===== src/rtl/evc_pkg.sv =====
package evc_pkg;
   // Per-cycle operation request seen by the count and match stages.
   typedef struct packed {
      logic inc;   // accepted event
      logic dec;   // software decrement
      logic wr;    // software load
   } evc_op_t;
endpackage


===== src/rtl/evc_edge.sv =====
module evc_edge #(
   parameter bit RISING = 1'b1
) (
   input  logic clk,
   input  logic rst_n,
   input  logic level,
   input  logic enable,
   output logic pulse
);
   logic prev_q;
   logic edge_seen;

   // Track the level always, so enabling never sees a stale edge.
   always_ff @(posedge clk) begin
      if (!rst_n) prev_q <= 1'b0;
      else        prev_q <= level;
   end

   generate
      if (RISING) begin : g_rise
         assign edge_seen = level & ~prev_q;
      end else begin : g_fall
         assign edge_seen = ~level & prev_q;
      end
   endgenerate

   assign pulse = edge_seen & enable;
endmodule


===== src/rtl/evc_count.sv =====
module evc_count
   import evc_pkg::*;
#(
   parameter int CNT_W = 16
) (
   input  logic             clk,
   input  logic             rst_n,
   input  evc_op_t          op,
   input  logic [CNT_W-1:0] wdata,
   output logic [CNT_W-1:0] count_q,
   output logic [CNT_W-1:0] count_next
);
   localparam logic [CNT_W-1:0] CNT_MAX  = '1;
   localparam logic [CNT_W-1:0] CNT_ZERO = '0;
   localparam logic [CNT_W-1:0] CNT_ONE  = CNT_W'(1);

   always_comb begin
      count_next = count_q;
      if (op.wr) begin
         count_next = wdata;
      end else if (op.inc && !op.dec) begin
         if (count_q != CNT_MAX) count_next = count_q + CNT_ONE;
      end else if (op.dec && !op.inc) begin
         if (count_q != CNT_ZERO) count_next = count_q - CNT_ONE;
      end
   end

   always_ff @(posedge clk) begin
      if (!rst_n) count_q <= CNT_ZERO;
      else        count_q <= count_next;
   end
endmodule


===== src/rtl/evc_match.sv =====
module evc_match
   import evc_pkg::*;
#(
   parameter int CNT_W = 16
) (
   input  logic             clk,
   input  logic             rst_n,
   input  evc_op_t          op,
   input  logic [CNT_W-1:0] count_next,
   input  logic [CNT_W-1:0] cmp,
   input  logic             clr,
   output logic             match_q
);
   logic inc_eff, dec_eff, set_hit, drop_hit;

   assign inc_eff  = op.inc && !op.dec && !op.wr;
   assign dec_eff  = op.dec && !op.inc && !op.wr;
   assign set_hit  = inc_eff && (cmp != '0) && (count_next == cmp);
   assign drop_hit = clr || ((dec_eff || op.wr) && (count_next < cmp));

   always_ff @(posedge clk) begin
      if (!rst_n)        match_q <= 1'b0;
      else if (set_hit)  match_q <= 1'b1;
      else if (drop_hit) match_q <= 1'b0;
   end
endmodule


===== src/rtl/evt_cmp_counter.sv =====
module evt_cmp_counter
   import evc_pkg::*;
#(
   parameter int CNT_W      = 16,
   parameter bit EVT_RISING = 1'b1
) (
   input  logic             clk,
   input  logic             rst_n,
   input  logic             enable,
   input  logic             evt_in,
   input  logic [CNT_W-1:0] cmp_val,
   input  logic             cnt_wr,
   input  logic [CNT_W-1:0] cnt_wdata,
   input  logic             dec_stb,
   input  logic             match_clr,
   output logic [CNT_W-1:0] count,
   output logic             match
);
   generate
      if (CNT_W < 2 || CNT_W > 32) begin : g_bad_width
         $error("evt_cmp_counter: CNT_W must lie in 2..32");
      end
   endgenerate

   logic             evt_pulse;
   logic [CNT_W-1:0] cnt_next;
   evc_op_t          op;

   evc_edge #(.RISING(EVT_RISING)) u_edge (
      .clk(clk), .rst_n(rst_n), .level(evt_in), .enable(enable), .pulse(evt_pulse)
   );

   assign op.inc = evt_pulse;
   assign op.dec = dec_stb;
   assign op.wr  = cnt_wr;

   evc_count #(.CNT_W(CNT_W)) u_count (
      .clk(clk), .rst_n(rst_n), .op(op), .wdata(cnt_wdata),
      .count_q(count), .count_next(cnt_next)
   );

   evc_match #(.CNT_W(CNT_W)) u_match (
      .clk(clk), .rst_n(rst_n), .op(op), .count_next(cnt_next),
      .cmp(cmp_val), .clr(match_clr), .match_q(match)
   );
endmodule


===== config.mk =====
export PLATFORM = sky130hd
export DESIGN_NAME = evt_cmp_counter
export DESIGN_NICKNAME = d
export VERILOG_FILES = /design/src/rtl/evc_pkg.sv /design/src/rtl/evc_edge.sv /design/src/rtl/evc_count.sv /design/src/rtl/evc_match.sv /design/src/rtl/evt_cmp_counter.sv
export SDC_FILE = /design/constraint.sdc
export NUM_CORES = 1
export LEC_CHECK = 0
export BUFFER_PORTS_ARGS = -buffer_cell sky130_fd_sc_hd__buf_4
export CORE_ASPECT_RATIO = 1.1
export CORE_UTILIZATION = 54
export CTS_CLUSTER_DIAMETER = 120
export DETAILED_ROUTE_END_ITERATION = 10
export PLACE_DENSITY = 0.81
export SYNTH_ARGS = -nofsm -noshare
export SYNTH_HDL_FRONTEND = slang
export SYNTH_SLANG_ARGS = --single-unit

===== constraint.sdc =====
create_clock -name clk -period 3.7 [get_ports clk]
set_input_delay 0.185 -clock clk [delete_from_list [all_inputs] [get_ports clk]]
set_output_delay 0.185 -clock clk [all_outputs]
set_load 0.005 [all_outputs]

# --- After elaboration in Yosys (flattened, before gate mapping) ---
# Index checks and enable logic that the tools add are counted.
op_classes:
  n_addsub: 2
  order_cmp: 1
  eq_ne: 2
  muxes: 7
  bitwise: 3
  reduce_logical: 15
op_table:
  columns: ["op", "n"]
  rows:
  - ["$mux 16", 5]
  - ["$reduce_bool 16->1", 2]
  - ["$add 16x1->16 const B", 1]
  - ["$eq 16x16->1", 1]
  - ["$lt 16x16->1", 1]
  - ["$ne 16x16->1 const B", 1]
  - ["$sub 16x1->16 const B", 1]
  - ["$logic_and 1x1->1", 7]
  - ["$logic_not 1->1", 3]
  - ["$and 1x1->1", 2]
  - ["$logic_or 1x1->1", 2]
  - ["$mux 1", 2]
  - ["$reduce_bool 2->1", 1]
  - ["$not 1->1", 1]
totals:
  ff_bits: 18
  in_bits: 39
  out_inout_bits: 17

# --- Longest topological paths before layout ---
logic_depth:
  word_depth: 13
  mapped_depth: 16

# --- Hierarchy ---
# Synthesis repeated with hierarchy kept, for this count alone.
unflattened:
  cells_unflattened: 302
  area_unflattened_um2: 2260.9
by_module_without_submodules:
  columns: ["mod", "instances", "cells_per_inst", "area_per_inst_um2", "seq_area_each_um2"]
  rows:
  - ["evc_count", 1, 230, 1737.9, 320.3]
  - ["evc_match", 1, 69, 488.0, 20.0]
  - ["evc_edge", 1, 3, 35.0, 20.0]

# --- Worst setup path after synthesis ---
# Ideal clock, no wire load.
synth_timing:
  path_type: "flip-flop to flip-flop"
  start: "register u_count.count_q[0]"
  end: "register u_match.match_q"
  setup_time_ns: 0.119
  t_arrival_ns: 3.282
  required_ns: 3.581
  path_slack_ns: 0.299
  path_stages_with_launch: 15
  n_path_buf: 1
  period_less_slack_ns: 3.401
  cell_sequence: "dfxtp_1 clkbuf_1 inv_1 ha_1 or3b_2 nor4_4 nor2_2 mux2_4 or3_4 ha_1 a21oi_1 o21ai_0 a2111oi_0 a211o_1 o31ai_1"
synth_between:
  elab_chain_cells: 9
  elab_cells_between_ends: 16
synth_lines:
  columns: ["element", "line", "rtl"]
  rows:
  - ["start: declaration", "evc_count.sv:10", "output logic [CNT_W-1:0] count_q,"]
  - ["start signal: assignment", "evc_count.sv:30", "else count_q <= count_next;"]
  - ["$sub 16x1->16 or $reduce_bool 16->1 (tied branches)", "evc_count.sv:24", "if (count_q != CNT_ZERO) count_next = count_q - CNT_ONE;"]
  - ["$mux 16", "evc_count.sv:24", null]
  - ["$mux 16", "evc_count.sv:23", "end else if (op.dec && !op.inc) begin"]
  - ["$mux 16 *", "evc_count.sv:21", "end else if (op.inc && !op.dec) begin"]
  - ["$mux 16 *", "evc_count.sv:19", "if (op.wr) begin"]
  - ["net cnt_next[11]", "evt_cmp_counter.sv:26", "logic [CNT_W-1:0] cnt_next;"]
  - ["$lt 16x16->1", "evc_match.sv:19", "assign drop_hit = clr || ((dec_eff || op.wr) && (count_next < cmp));"]
  - ["$logic_and 1x1->1", "evc_match.sv:19", null]
  - ["$logic_or 1x1->1", "evc_match.sv:19", null]
  - ["$reduce_bool 2->1 (no line)", null, null]
  - ["end signal: assignment", "evc_match.sv:22", "if (!rst_n) match_q <= 1'b0;"]
  - ["end signal: assignment", "evc_match.sv:23", "else if (set_hit) match_q <= 1'b1;"]
  - ["end signal: assignment", "evc_match.sv:24", "else if (drop_hit) match_q <= 1'b0;"]
  - ["end: declaration", "evc_match.sv:12", "output logic match_q"]
# The timed path passes the listed nets; every way through them passes the cells marked *.
# A chain may end at the register's enable or synchronous reset.

# --- Final worst setup path ---
layout_timing:
  start: "register u_count.count_q[8]"
  end: "register u_match.match_q"
# The elaborated chain is that of the path after synthesis.

==> impl_metrics.py <==
metrics = {
    "synthesis": {
        "synth_adder_area_share_pct": 11.2,
        "synth_warnings": 0,
        "synth-simple-area-share_pct": 35.2,
        "synth_seq_cells": 18,
        "async_flop_share_pct": 0,
        "syn_inst": 276,
        "synth_top_family_by_area": "simple AND/OR/NAND/NOR gates",
        "syn_nets": 334,
        "yosys_most_used_dff": "dfxtp_1",
        "synth_compound_area_share_pct": 21.4,
        "synthXorXnorAreaFrac_pct": 4.13,
        "syn_area_mm2": 0.00212,
        "synthMuxAreaShare_pct": 2.60,
        "synth-edff-count": 0,
        "synthDistinctLibCells": 64,
        "synth_area_per_cell_um2": 7.68,
        "ys_seq_area_share_pct": 17.0,
    },
    "clock_tree": {
        "insertion_delay_ps": 260,
        "cts_buffers": 3,
        "h-tree-depth": 1,
        "cts_resized": 0,
        "cts_setup_buffers": 0,
        "cts_hold_buffers": 0,
        "cts_tree": "done",
        "clock_path_buffers": 2,
        "root_buffer": "clkbuf_8",
        "cts_sinks": 18,
        "clkSlewWorstSetupHoldPaths_ps": 80,
    },
    "route": {
        "first_pass_iters": 4,
        "wl_per_cell_um": 16.9,
        "vias": 2344,
        "drc": 0,
        "via_per_inst": 6.18,
        "routed_wl_um": 6390,
        "drtIter0Drc": 152,
        "antenna_left": 0,
    },
    "outcome": {
        "status": "completed",
    },
    "sta": {
        "tightest_slew_ps": 465,
        "finalCriticalPeriod_ps": 3460,
        "timing.final.crit_share_pct": 93.4,
        "rsz0062_at_grt": "no",
        "finalSetupViolations": 0,
        "drv_slew": 0,
        "fin_hold_ws_ps": 143,
        "setup_tns_ps": 0,
        "fmax_mhz": 289,
        "fin_worst_skew_ps": 3.57,
        "hold_viol": 0,
        "relSlewSlack_pct": 68.7,
        "setup_ws_ps": 243,
    },
    "global_routing": {
        "grt_overflow_total": 0,
        "grt_max_degree": 31,
        "grt_usage_pct": 33.0,
        "grt_pass1_wl_um": 10200,
        "grt_pass1_vias": 2258,
        "antenna_found_initial": 0,
    },
    "power_and_ir_drop": {
        "ir_drop_mv": 0.139,
        "p_leak_nw": 1.19,
        "cellPowerDensity_mw_per_mm2": 272,
    },
    "setup_path": {
        "cp_data_arrival_time_ps": 3610,
        "crit_required_ps": 3850,
        "worstSetupEndpointType": "flip-flop",
        "cp-start-kind": "flip-flop",
        "path_max_fanout": 7,
        "rr_worst_depth": 11,
        "crit_type": "reg -> reg",
    },
    "floorplan": {
        "fp.dieH_um": 67.7,
        "start_util_pct": 57.1,
        "ios": 56,
        "row_count": 23,
        "fp.coreArea_mm2": 0.00371,
        "die-area_mm2": 0.00418,
        "die_w_um": 61.7,
    },
    "layout": {
        "drive_above_1_share_pct": 27.1,
        "layout.cells.non_filler": 379,
        "diodes": 0,
        "fin_nets": 388,
        "area_delta_synth_final_pct": 24.1,
        "fin_util_pct": 70.9,
    },
    "placement": {
        "port-buffer-count": 55,
        "routabilityCongestion": 0.936,
        "dpl_worst_slack_ps": 189,
        "dp_hpwl_um": 5110,
        "dp_cells": 375,
    },
    "hold_path": {
        "whs_path_depth": 2,
        "worstHoldPathType": "in -> reg",
    },
    "job": {
        "cap_violations": 0,
    },
}
-- metal layers --
metal  routed length, um  global-route usage (%)  vias to the layer above  share of wire (%)
li1                    -                       -                     1135                  -
met1                2820                    43.2                     1086                 44
met2                3040                    55.1                      106                 48
met3                 399                    4.60                       17                6.2
met4                 130                    10.6                        0                2.0
met5                   0                       0                        -                  0
-- cells by family after synthesis --
family	count (synthesis)
AND/OR/NAND/NOR	125
multiplexers	5
adder cells (fa/ha/maj)	19
XOR/XNOR	10
flip-flops	18
AO/OA/AOI/OAI	61
buffers and inverters	38
-- worst max-delay path, stage by stage, from the launching register on --
cell,delay [ps]
dfxtp_1,400
or3_4,470
or3_4,420
nor4b_2,390
xor2_1,190
nor2_1,80
o31ai_1,270
ha_1,280
and4_1,200
a2111oi_1,400
a211o_1,170
o31ai_1,70
-- registers in the layout, indices dropped and copies added, names as in the netlist --
| name | count |
|---|---|
| u_match.match_q | 1 |
| u_count.count_q | 16 |
| u_edge.prev_q | 1 |
-- cell usage in the layout, fill, tap and decap left out, types with 2 or more instances in the layout --
| master | count |
|---|---|
| a211oi_1 | 6 |
| a21oi_1 | 12 |
| a31oi_1 | 4 |
| and2_1 | 7 |
| and2_4 | 2 |
| and3_1 | 3 |
| and4_1 | 3 |
| buf_4 | 64 |
| clkbuf_8 | 4 |
| dfxtp_1 | 17 |
| ha_1 | 19 |
| inv_1 | 22 |
| mux2i_1 | 4 |
| nand2_1 | 21 |
| nand3_1 | 11 |
| nand3b_1 | 2 |
| nand4_1 | 9 |
| nor2_1 | 19 |
| nor2b_1 | 5 |
| nor3_1 | 10 |
| nor4_1 | 12 |
| o211a_1 | 3 |
| o21a_1 | 4 |
| o21ai_0 | 6 |
| o21bai_1 | 2 |
| o31ai_1 | 3 |
| o32ai_1 | 2 |
| o41ai_1 | 2 |
| or2_2 | 2 |
| or3_4 | 4 |
| or4_1 | 3 |
| or4_4 | 2 |
| xnor2_1 | 5 |
| xor2_1 | 5 |
-- through the flow --
stage                     power (mW)  cell area (um2)
after floorplan                0.432             2120
after global placement         0.535             2570
after detailed placement       0.539             2570
after CTS                      0.706             2630
after global routing           0.759             2630
final                          0.716             2630
-- report_power, final --
part	internal, mW	switching [mW]	total (mW)
combinational	0.151	0.151	0.302
sequential	0.209	0.0328	0.242
clock	0.0948	0.0775	0.172
total	0.455	0.261	0.716
-- synthesized netlist by cell type (4+ instances only) --
cell	instances	area (um2)
o21ai_0	6	30.0
xnor2_1	5	43.8
nand3_1	11	55.1
a31oi_1	4	25.0
xor2_1	5	43.8
and2_1	7	43.8
clkbuf_1	9	33.8
inv_1	22	82.6
nand2_1	21	78.8
a211oi_1	6	45.0
mux2i_1	4	40.0
nand4_1	9	56.3
nor4_1	12	75.1
nor3_1	10	50.1
nor2b_1	5	31.3
dfxtp_1	18	360
ha_1	19	238
or3_4	4	45.0
a21oi_1	12	60.1
o21a_1	4	30.0
nor2_1	19	71.3
-- path summary, 6_finish.rpt --
kind                       from               to  slack [ps]
max reg2reg  u_count.count_q[8]  u_match.match_q         240
max          u_count.count_q[8]  u_match.match_q         240
min reg2reg     u_match.match_q  u_match.match_q         580
min                      evt_in    u_edge.prev_q         140
-- cell type report --
| cell class | count | area, um2 |
|---|---|---|
| timing repair buffer | 64 | 480 |
| tap | 50 | 62.6 |
| multi-input combinational | 220 | 1590 |
| inverter | 23 | 86.3 |
| fill | 303 | 1080 |
| sequential | 18 | 362 |
| clock buffer | 4 | 55.1 |
No activity file was read; power rests on OpenSTA's default activity.
